$ cat src/rtl/dupcam_guard.sv
module dupcam_guard #(
  parameter int W = 4,
  parameter int ENTRIES = 8,
  localparam int IDXW = $clog2(ENTRIES),
  localparam int CNTW = $clog2(ENTRIES + 1),
  localparam int XW = W + 1,
  localparam int BW = $clog2(XW)
) (
  input  logic                clk,
  input  logic                rst_n,
  input  logic                wr_en,
  input  logic [IDXW-1:0]     wr_idx,
  input  logic [W-1:0]        wr_data,
  input  logic                srch_en,
  input  logic [W-1:0]        srch_data,
  input  logic                mode_unres,
  input  logic                flip_a,
  input  logic                flip_b,
  input  logic [IDXW-1:0]     flip_idx,
  input  logic [BW-1:0]       flip_bit,
  output logic                res_vld,
  output logic                res_hit,
  output logic [IDXW-1:0]     res_idx,
  output logic [CNTW-1:0]     res_cnt,
  output logic [ENTRIES-1:0]  res_lines,
  output logic                err,
  output logic                fault_a,
  output logic                fault_b
);

  logic [XW-1:0]      mem_a [ENTRIES];
  logic [XW-1:0]      mem_b [ENTRIES];
  logic [ENTRIES-1:0] used;
  logic [ENTRIES-1:0] ml_a, ml_b, pick;
  logic [CNTW-1:0]    cnt_a, cnt_b;
  logic [XW-1:0]      key;

  function automatic logic [CNTW-1:0] popc(input logic [ENTRIES-1:0] v);
    logic [CNTW-1:0] n;
    n = '0;
    for (int i = 0; i < ENTRIES; i++) n = n + CNTW'(v[i]);
    return n;
  endfunction

  function automatic logic [IDXW-1:0] top_idx(input logic [ENTRIES-1:0] v);
    logic [IDXW-1:0] n;
    n = '0;
    for (int i = 0; i < ENTRIES; i++) if (v[i]) n = IDXW'(i);
    return n;
  endfunction

  assign key = {^srch_data, srch_data};

  for (genvar e = 0; e < ENTRIES; e++) begin : g_match
    assign ml_a[e] = used[e] && (mem_a[e] == key);
    assign ml_b[e] = used[e] && (mem_b[e] == key);
  end

  assign cnt_a = popc(ml_a);
  assign cnt_b = popc(ml_b);
  assign pick  = !mode_unres ? (ml_a | ml_b) : (cnt_b > cnt_a) ? ml_b : ml_a;

  always_ff @(posedge clk) begin
    if (!rst_n) begin
      used <= '0;
      for (int i = 0; i < ENTRIES; i++) begin
        mem_a[i] <= '0;
        mem_b[i] <= '0;
      end
    end else begin
      if (wr_en) begin
        used[wr_idx]  <= 1'b1;
        mem_a[wr_idx] <= {^wr_data, wr_data};
        mem_b[wr_idx] <= {^wr_data, wr_data};
      end
      if (flip_a) mem_a[flip_idx][flip_bit] <= ~mem_a[flip_idx][flip_bit];
      if (flip_b) mem_b[flip_idx][flip_bit] <= ~mem_b[flip_idx][flip_bit];
    end
  end

  always_ff @(posedge clk) begin
    if (!rst_n) begin
      res_vld   <= 1'b0;
      res_hit   <= 1'b0;
      res_idx   <= '0;
      res_cnt   <= '0;
      res_lines <= '0;
      err       <= 1'b0;
      fault_a   <= 1'b0;
      fault_b   <= 1'b0;
    end else begin
      res_vld <= srch_en;
      err     <= srch_en && (ml_a != ml_b);
      if (srch_en) begin
        res_hit   <= |pick;
        res_idx   <= top_idx(pick);
        res_cnt   <= popc(pick);
        res_lines <= pick;
        if (cnt_a < cnt_b) fault_a <= 1'b1;
        if (cnt_b < cnt_a) fault_b <= 1'b1;
      end
    end
  end

endmodule

$ cat config.mk
export PLATFORM = sky130hd
export DESIGN_NAME = dupcam_guard
export DESIGN_NICKNAME = d
export VERILOG_FILES = /design/src/rtl/dupcam_guard.sv
export SDC_FILE = /design/constraint.sdc
export NUM_CORES = 1
export LEC_CHECK = 0
export ABC_AREA = 1
export BUFFER_PORTS_ARGS = -buffer_cell sky130_fd_sc_hd__buf_2
export CAP_MARGIN = 20
export CORE_ASPECT_RATIO = 1.75
export CORE_MARGIN = 2
export CORE_UTILIZATION = 40
export CTS_BUF_LIST = sky130_fd_sc_hd__clkbuf_4 sky130_fd_sc_hd__clkbuf_8
export CTS_CLUSTER_DIAMETER = 40
export DETAILED_ROUTE_END_ITERATION = 8
export PLACE_DENSITY = 0.52
export SLEW_MARGIN = 20
export SYNTH_ARGS = -nofsm -noshare
export SYNTH_HDL_FRONTEND = slang
export SYNTH_SLANG_ARGS = --single-unit
export TNS_END_PERCENT = 5
$ cat constraint.sdc
create_clock -name clk -period 8.4 [get_ports clk]
set_input_delay 0.42 -clock clk [delete_from_list [all_inputs] [get_ports clk]]
set_output_delay 0.42 -clock clk [all_outputs]
set_load 0.01 [all_outputs]
* Word-level counts from Yosys, hierarchy flattened
Memory sizes are Yosys's and may differ from the RTL's.
Index checks and enable logic that the tools add are counted.
** Word-level totals
- Register bits :: 28
- Bits in writable memories :: 80
- Logic and storage cells :: 127
- Memories :: 2
** Operators by class
- Add/subtract/negate cells :: 21
- $lt $le $gt $ge :: 7
- Eq/ne operators :: 17
- Mux-type cells :: 39
- Bitwise operators :: 4
- Reductions and logical operators :: 28
** Memories
- mem_a :: words 8, width 5, read ports 9, clocked after Yosys merged registers in 0, wr ports 8, line 31 : logic [XW-1:0] mem_a [ENTRIES];
- mem_b :: words 8, width 5, read ports 9, clocked after Yosys merged registers in 0, wr ports 8, line 32 : logic [XW-1:0] mem_b [ENTRIES];
** Operator list (count)
- $eq 5x5->1 :: 16
- $add 4x1->4 :: 12
- $mux 5 :: 8
- $mux 3 :: 10
- $reduce_or 5->1 :: 4
- $logic_and 1x1->1 :: 19
- $mux 8 :: 2
- $or 8x8->8 :: 2
- $mux 1 :: 15
- $add 3x1->4 :: 3
- $add 2x1->3 :: 3
- $lt 3x4->1 const B :: 2
- $lt 4x4->1 :: 2
- $ne 8x8->1 :: 1
- $reduce_or 8->1 :: 1
- $reduce_xor 4->1 :: 2
- $add 1x1->2 :: 3
- $bmux 1 s3 :: 2
- $demux 1 s3 :: 2
- $ge 3x1->1 const B :: 2
- $gt 4x4->1 :: 1
- $reduce_and 2->1 :: 2
- $not 1->1 :: 2

* Longest topological paths before layout
Gate-level depths: netlist of run 1.
- Depth in word-level cells :: 20
- Gate-level depth with buffers :: 40

* Least setup slack after synthesis of run 1
No wires, ideal clock.
- Path kind :: input port to flip-flop
- Start point :: input srch_data[3]
- End point :: register res_cnt[2]
- Data arrival time :: 6.950 ns
- Data required time :: 8.285 ns
- Slack :: 1.334 ns
- Stages on the path :: 39
- Cells stage by stage :: buf_6 nand2_1 inv_1 nor2_1 nand2_2 nand2_4 buf_8 nand2_1 nand3_1 inv_1 fa_1 inv_1 fa_1 fa_1 inv_1 ha_1 fa_1 xor2_1 [... 3 more ...] nand2_1 nand2_1 buf_4 nand4_1 nand3_1 nand2_1 inv_1 fa_1 inv_1 fa_1 fa_1 inv_1 ha_1 inv_1 fa_1 xnor2_1 o21ai_0 inv_1
** On the way
- Elaborated cells on any way between the ends :: 58
- Those cells by class :: 21 x add/sub; 1 x order compare; 16 x eq/ne; 2 x mux; 1 x bitwise; 17 x reduce/logical
** RTL lines
- start, declared :: line 15 : input logic [W-1:0] srch_data,
- $reduce_xor 4->1 :: line 52 : assign key = {^srch_data, srch_data};
- $eq 5x5->1 (on tied branches) :: line 56, 55
- $logic_and 1x1->1 (on tied branches) :: line 56, 55
- $add 1x1->2 :: line 41 : for (int i = 0; i < ENTRIES; i++) n = n + CNTW'(v[i]);
- $add 2x1->3 :: line 41
- $add 3x1->4 :: line 41
- $add 4x1->4 (4 in a row) :: line 41
- $gt 4x4->1 :: line 61 : assign pick = !mode_unres ? (ml_a | ml_b) : (cnt_b > cnt_a) ? ml_b : ml_a;
- $mux 8 :: line 61
- $mux 8 * :: line 61
- net pick[3] :: line 34 : logic [ENTRIES-1:0] ml_a, ml_b, pick;
- $add 3x1->4 * :: line 41
- $add 4x1->4 * (4 in a row) :: line 41
- end signal, assigned :: line 97 : res_cnt <= popc(pick);
- end, declared :: line 24 : output logic [CNTW-1:0] res_cnt,
The timed path passes the listed nets; every way through them passes the cells marked *.
A chain may end at the register's enable or synchronous reset.

* Final worst setup path of run 1
- Start point :: input srch_data[1]
- End point :: register res_cnt[2]
Same word-level chain as after synthesis.

==> results.cfg, run 1 <==
[critical_path]
reg2reg_depth = 32
cpPeakStageDelay_ns = 0.55
r2r_end = res_cnt[2]
worstPathRequired_ns = 8.71
crit_cells = 36
cpMostUsedCell = inv_1
rr_startpoint = mem_b[0][1]
path_class = input port to register
cp_top_family = adder cells
r2r_setup_slack_ns = 1.14
worstPathMaxFanout = 29
cp_slowest_cell = fa_1
end_kind = register
arrival_ns = 7.74
path_buf_inv = 11
start_kind = input port

[synth]
synth_top_cell_area_share_pct = 29.0
synth_flop_cell = edfxtp_1
synth_common_cells = nand2_1, nor2_1, o21ai_0
synthArstFlopShare_pct = 0
synth-edff-count = 80
syn_area_um2 = 8290
synth_area_leaders = edfxtp_1, nand2_1, o21ai_0, nor2_1, dfxtp_1
yosysMostFrequentCell = nand2_1
yosys_warnings = 0
yosysTopAreaCell = edfxtp_1
syn_nets = 1201
ys_seq_area_share_pct = 35.8
yosysUniqueCellTypes = 46
ys_ff_latch = 108
synth_cells = 1143
postSynthAreaPerCell_um2 = 7.25

[min_path]
whs_endpoint = res_cnt[1]
min_path_type = input port to register
worstHoldStart = srch_en
holdPathStages = 2

[drt]
drt-initial-drc-count = 487
drc_errors = 0
avgViaCountPerCell = 5.58
wire_per_inst_um = 20.6
via_count = 7763
antenna_left = 0
dr.pass1.iters = 5
routed_wl_mm = 28.6

[global_routing]
grt_overflow = 0
globalRouteTotalUtil_pct = 26.3
antenna_found_initial = 1
grt_pass1_vias = 7446
grt_max_degree = 41
grt_pass1_wl_mm = 43.5

[clock_tree]
clk_latency_ns = 0.40
cts_tree = done
cts-root-buf = clkbuf_8
post-cts-setup-buffer-count = 0
ctsResizeCount = 0
clock_path_buffers = 2
h-tree-depth = 3
clk_pin_slew_worst_paths_ns = 0.11
cts_made_buffers = 9
cts.sinks = 108
cts_hold_buf = 0

[floorplanning]
coreArea_um2 = 20300
die_area_um2 = 21900
start_util_pct = 40.8
pin_count = 44
die_w_um = 113
die_y_um = 194
rows = 69

[cells_and_area]
drive_gt1_share_pct = 10.6
area_growth_pct = 5.51
nets = 1196
final_area_um2 = 8740

[placement]
place_area_um2 = 8500
dp_hpwl_mm = 21.8
numPortBuffers = 43
place_congestion = 0.966

[sta]
hold_viol_final = 0
slew_viol_final = 0
finalSetupViolations = 0
worst_slew_pin_slew_ns = 1.12
fmax_mhz = 135
slew_headroom_pct = 25.0
period_share_pct = 88.4
whs_ns = 0.453
fin_crit_ns = 7.43
final.setup.tns_ns = 0
skew_ns = 0.0136
rsz0062_at_grt = no

[run]
maxCapViolCount = 0

[run_status]
status = finished clean

[pwr]
vdd_ir_drop_max_uv = 69.5
power_mw = 1.18
cellPowerDensity_nw_per_um2 = 135
p_leak_nw = 3.48
==> report_power, final <==
group          switching, mW  leakage (nW)  total (mW)  internal, mW
clock                  0.206         0.101       0.346         0.140
combinational          0.155          2.29       0.220        0.0653
sequential            0.0202          1.09       0.615         0.595
total                  0.381          3.48        1.18         0.800
==> area by class of cell <==
class	count	area, um^2
clock inverters	7	73.8
diodes	1	2.50
fillers	2112	11500
flip-flops and latches	108	2960
multi-input cells	854	4530
inverters	115	432
repair buffers	50	308
well taps	248	310
clock buffers	9	124
==> how the worst max path moves through the flow <==
| stage | from | to |
|---|---|---|
| finish | srch_data[1] | res_cnt[2] |
| global route | srch_data[1] | res_cnt[2] |
| CTS | srch_data[1] | res_cnt[2] |
| detailed placement | srch_data[1] | res_cnt[2] |
| global placement | srch_data[1] | res_cnt[2] |
| floorplan | srch_data[3] | res_cnt[2] |
==> state kept, by name, indices dropped and copies added, names as in the netlist <==
name       flops
res_hit        1
used           8
res_vld        1
res_idx        3
fault_a        1
err            1
fault_b        1
mem_a         40
res_lines      8
mem_b         40
res_cnt        4
==> through the flow <==
stage | setup WS [ns] | std cells | utilization (%)
after detailed placement | 0.504 | 1374 | 41.9
after floorplan | 1.33 | 1143 | -
after CTS | 0.963 | 1390 | 42.9
after global routing | 0.311 | 1391 | 43.1
final | 0.972 | 1392 | 43.1
after global placement | 0.610 | 1373 | 41.8
==> per-layer routing <==
metal | track usage, % | part of all wire [%]
met1 | 30.0 | 39
met3 | 2.74 | 3.5
met4 | 15.3 | 6.2
met2 | 46.8 | 52
met5 | 0 | 0
==> cell usage in the layout (no fill, tap or decap), drive strengths merged, types with 2 or more instances in the layout <==
cell     synthesis  routed
nand3           37      37
nor3            11      11
a221oi           3       3
o41ai            2       2
nand2          268     268
inv            115     117
xnor2           15      15
a41oi            2       2
edfxtp          80      80
nor2           158     158
or2             15      15
fa              12      12
o22ai           33      33
o211ai          15      15
buf             31      50
clkinv           0       3
xor2            13      13
clkbuf          35       9
a21oi           26      26
o22a             2       2
dfxtp           28      28
o21ai          193     193
o221ai           2       2
nor4             4       4
o2111ai          6       6
nand4           10      10
ha              22      22
==> kinds of logic (layout without fill, tap and decap cells) <==
group / count (synthesis) / in the layout / synth area share, %
other: 0 / 1 / 0
adder cells (fa/ha/maj): 34 / 34 / 6.22
AND/OR/NAND/NOR: 504 / 504 / 25.5
buffers and inverters: 181 / 181 / 9.72
AO/OA/AOI/OAI: 288 / 288 / 19.8
flip-flops: 108 / 108 / 35.8
XOR/XNOR: 28 / 28 / 3.05
No activity file was read; power rests on OpenSTA's default activity.
==> run 2: changes to the inputs <==
--- a/config.mk
+++ b/config.mk
@@ -6,7 +6,8 @@
 export NUM_CORES = 1
 export LEC_CHECK = 0
 export ABC_AREA = 1
-export BUFFER_PORTS_ARGS = -buffer_cell sky130_fd_sc_hd__buf_2
+export ABC_CLOCK_PERIOD_IN_PS = 8400
+export BUFFER_PORTS_ARGS = -buffer_cell sky130_fd_sc_hd__buf_4
 export CAP_MARGIN = 20
 export CORE_ASPECT_RATIO = 1.75
 export CORE_MARGIN = 2
==> results.cfg, run 2 (same netlist as run 1, synthesis figures left out) <==
[global_routing]
grt_pass1_wl_mm = 43.1
grt_pass1_vias = 7296
antenna_found_initial = 0
grt_max_degree = 41
grt_overflow = 0
globalRouteTotalUtil_pct = 26.1

[cells_and_area]
top_regs = mem_a (40), mem_b (40)
final_cell_mix = nand2_1, nor2_1, o21ai_0, inv_1, edfxtp_1
area_growth_pct = 6.61
nets = 1196
drive_gt1_share_pct = 10.2
fillers = 2117
antennaDiodeCount = 0
final_common_cell = nand2_1

[placement]
dp_hpwl_mm = 21.7
place_congestion = 0.920
numPortBuffers = 43

[floorplanning]
coreArea_um2 = 20300
rows = 69
die_y_um = 194
start_util_pct = 40.8
pin_count = 44
die_area_um2 = 21900
die_w_um = 113

[pwr]
vdd_ir_drop_max_uv = 78.5
power_mw = 1.18
p_leak_nw = 3.50
cellPowerDensity_nw_per_um2 = 133

[critical_path]
end_kind = register
worstPathRequired_ns = 8.69
arrival_ns = 7.77
rr_startpoint = mem_b[3][1]
start_kind = input port
reg2reg_depth = 32
r2r_setup_slack_ns = 1.16
r2r_end = res_cnt[2]
cp-startpoint = srch_data[0]
cp_slowest_cell = fa_1
cpPeakStageDelay_ns = 0.57
path_class = input port to register
cpMostUsedCell = inv_1
endpoint = res_cnt[2]
worstPathMaxFanout = 20

[sta]
slew_viol_final = 0
fin_crit_ns = 7.48
skew_ns = 0.00998
fmax_mhz = 134
worst_slew_pin_slew_ns = 0.828
period_share_pct = 89.0
whs_ns = 0.387
slew_headroom_pct = 44.7
hold_viol_final = 0
finalSetupViolations = 0
rsz0062_at_grt = no
final.setup.tns_ns = 0

[drt]
routed_wl_mm = 28.4
antenna_left = 0
drc_errors = 0
via_count = 7665
dr.pass1.iters = 7
drt-initial-drc-count = 533
wire_per_inst_um = 20.4
avgViaCountPerCell = 5.51

[clock_tree]
clk_latency_ns = 0.40
post-cts-setup-buffer-count = 0
ctsResizeCount = 0
cts_made_buffers = 9
clock_path_buffers = 2
clk_pin_slew_worst_paths_ns = 0.10
h-tree-depth = 3
cts_hold_buf = 0
cts_tree = done
cts-root-buf = clkbuf_8
cts.sinks = 108

[min_path]
min_path_type = input port to register
worstHoldStart = srch_en

[run]
maxCapViolCount = 0

[run_status]
status = finished clean
-- run 2: power by group --
group	switching (mW)	internal [mW]
sequential	0.0201	0.595
clock	0.191	0.143
combinational	0.155	0.0715
-- run 2: how the worst min path moves through the flow --
stage	depth (start not counted)	endpoint	slack, ns
4_1_cts	2	res_cnt[1]	0.38
2_1_floorplan	2	used[1]	0.47
6_report	2	res_cnt[1]	0.39
3_5_place_dp	2	fault_a	0.45
5_1_grt	2	res_cnt[1]	0.41
3_3_place_gp	2	fault_a	0.44
-- run 2: area by class of cell --
type | instances | area, um^2 | area share (%)
Timing Repair Buffer | 50 | 415 | 4.70
Clock inverter | 5 | 50.0 | 0.566
Clock buffer | 11 | 139 | 1.57
Tap cell | 248 | 310 | 3.51
Inverter | 115 | 432 | 4.89
Sequential cell | 108 | 2960 | 33.5
Multi-Input combinational cell | 854 | 4530 | 51.2
-- run 2: metal layers --
metal / routed length (um) / up-vias / global-route usage (%)
met5: 0 / - / 0
met4: 1520 / 0 / 14.2
met3: 1070 / 71 / 2.09
met2: 14900 / 235 / 46.3
met1: 10900 / 3539 / 30.6
li1: - / 3820 / -
-- run 2: through the flow --
step / std cells / util (%) / setup slack (ns) / instance area (um^2)
CTS: 1390 / 43.4 / 0.924 / 8800
global placement: 1373 / 42.3 / 0.593 / 8580
finish: 1391 / 43.5 / 0.924 / 8830
detailed placement: 1374 / 42.4 / 0.487 / 8610
global route: 1391 / 43.5 / 0.323 / 8830
floorplan: 1143 / - / 1.33 / 8290
-- run 2: critical path: cells and delay by family --
family / cells / cell delay, ns
adder cells (fa/ha/maj): 11 / 4.47
buffers and inverters: 12 / 1.27
AND/OR/NAND/NOR: 11 / 1.18
AO/OA/AOI/OAI: 2 / 0.28
XOR/XNOR: 1 / 0.13
==> run 3: changes to the inputs <==
--- a/config.mk
+++ b/config.mk
@@ -6,7 +6,7 @@
 export NUM_CORES = 1
 export LEC_CHECK = 0
 export ABC_AREA = 1
-export ABC_CLOCK_PERIOD_IN_PS = 8400
+export ABC_CLOCK_PERIOD_IN_PS = 7300
 export BUFFER_PORTS_ARGS = -buffer_cell sky130_fd_sc_hd__buf_4
 export CAP_MARGIN = 20
 export CORE_ASPECT_RATIO = 1.75
==> constraint.sdc (replaced) <==
create_clock -name clk -period 7.3 [get_ports clk]
set_input_delay 0.365 -clock clk [delete_from_list [all_inputs] [get_ports clk]]
set_output_delay 0.365 -clock clk [all_outputs]
set_load 0.01 [all_outputs]
==> results.cfg, run 3 (same netlist as run 1, synthesis figures left out) <==
[placement]
place_area_um2 = 8830
place_congestion = 0.942
dp_hpwl_mm = 22.7
place_worst_setup_slack_ns = -0.137
numPortBuffers = 43

[floorplanning]
rows = 69
die_area_um2 = 21900
die_y_um = 194
pin_count = 44
coreArea_um2 = 20300
die_w_um = 113
start_util_pct = 40.8

[drt]
wire_per_inst_um = 20.7
via_count = 7869
avgViaCountPerCell = 5.52
drt-initial-drc-count = 522
drc_errors = 0
dr.pass1.iters = 5
antenna_left = 0
routed_wl_mm = 29.5

[cells_and_area]
final_cell_mix = nand2_1, nor2_1, o21ai_0, inv_1, buf_4
area_growth_pct = 11.0
top_regs = mem_a (40), mem_b (40)
final_common_cell = nand2_1
final_area_um2 = 9200
nets = 1231
drive_gt1_share_pct = 15.0
antennaDiodeCount = 0

[sta]
fin_crit_ns = 7.01
slew_headroom_pct = 29.5
fin_ws_ns = 0.287
final.setup.tns_ns = 0
fmax_mhz = 143
finalSetupViolations = 0
skew_ns = 0.0198
period_share_pct = 96.1
slew_viol_final = 0
hold_viol_final = 0
worst_slew_pin_slew_ns = 1.05

[critical_path]
worstPathRequired_ns = 7.62
worstPathMaxFanout = 4
start_kind = register
cp_slowest_cell = fa_2
endpoint = res_cnt[2]
rr_startpoint = mem_b[0][2]
r2r_setup_slack_ns = 0.29
end_kind = register
cp-startpoint = mem_b[0][2]
cpMostUsedCell = inv_1
arrival_ns = 7.33
r2r_end = res_cnt[2]
reg2reg_depth = 32
cpPeakStageDelay_ns = 0.52
path_class = register to register

[pwr]
p_leak_nw = 3.67
cellPowerDensity_nw_per_um2 = 149
vdd_ir_drop_max_uv = 82.3

[global_routing]
antenna_found_initial = 0
grt_pass1_wl_mm = 44.5
grt_overflow = 0
grt_pass1_vias = 7542
globalRouteTotalUtil_pct = 27.0
grt_max_degree = 41

[clock_tree]
cts-root-buf = clkbuf_8
h-tree-depth = 3
cts.sinks = 108
clk_latency_ns = 0.40
cts_made_buffers = 9
clock_path_buffers = 2
cts_tree = done
clk_pin_slew_worst_paths_ns = 0.12

[run_status]
status = finished clean

[run]
maxCapViolCount = 0

[min_path]
min_path_type = input port to register
==> run 3: changes by cell type in the layout (fill, tap and decap cells not counted), sizes merged <==
cell	before	now
clkinv	3	2
bufinv	1	0
inv	116	115
clkinvlp	0	1
buf	50	85
clkbuf	11	13
==> run 3: area by class of cell <==
| cell class | count | area, um^2 |
|---|---|---|
| clock buffers | 13 | 160 |
| clock inverters | 3 | 25.0 |
| fillers | 2143 | 11100 |
| inverters | 115 | 432 |
| multi-input cells | 854 | 4610 |
| flip-flops and latches | 108 | 2960 |
| well taps | 248 | 310 |
| repair buffers | 85 | 691 |
==> run 3: critical path, delay by kind of cell, from the launching register on <==
| family | cells | cell delay, ns |
|---|---|---|
| and+or+nand+nor | 6 | 0.60 |
| AOI/OAI and AO/OA | 4 | 0.66 |
| buffers and inverters | 9 | 0.57 |
| xor gates and xnor gates | 2 | 0.39 |
| DFF | 1 | 0.46 |
| adders and majority gates | 11 | 4.25 |
==> run 3: power breakdown <==
| group | total, mW | internal [mW] | switching [mW] | leakage, nW |
|---|---|---|---|---|
| clock network | 0.381 | 0.147 | 0.233 | 0.0941 |
| logic | 0.278 | 0.0932 | 0.184 | 2.48 |
| registers | 0.709 | 0.685 | 0.0240 | 1.09 |
==> run 3: timing repair <==
action	4_1_cts	5_1_grt
endpoints found under the setup margin	0	3
buffers inserted	0	4
hold buffers	0	0
resized for setup	0	25
==> run 3: how the worst min path moves through the flow <==
stage / start / to / slack (ns) / cells after the start
floorplan: used[1] / used[1] / 0.47 / 2
global placement: fault_a / fault_a / 0.44 / 2
detailed placement: fault_a / fault_a / 0.44 / 2
CTS: rst_n / res_cnt[0] / 0.32 / 3
global route: rst_n / res_lines[6] / 0.35 / 3
finish: rst_n / res_cnt[0] / 0.32 / 3
==> run 3: metrics by stage <==
stage               total power [mW]  std cells  utilization, %  hold slack (ns)
floorplan                      0.889       1143               -            0.469
global placement               0.985       1404            43.5            0.441
detailed placement             0.986       1404            43.5            0.445
CTS                             1.35       1420            44.4            0.317
global route                    1.41       1426            45.3            0.349
finish                          1.37       1426            45.3            0.320
==> run 3: layer usage <==
layer	GRT usage, %	routed length (um)	up-vias
met5	0	0	-
li1	-	-	3891
met2	47.6	15100	283
met1	31.1	11100	3607
met3	2.59	1300	88
met4	15.9	1930	0
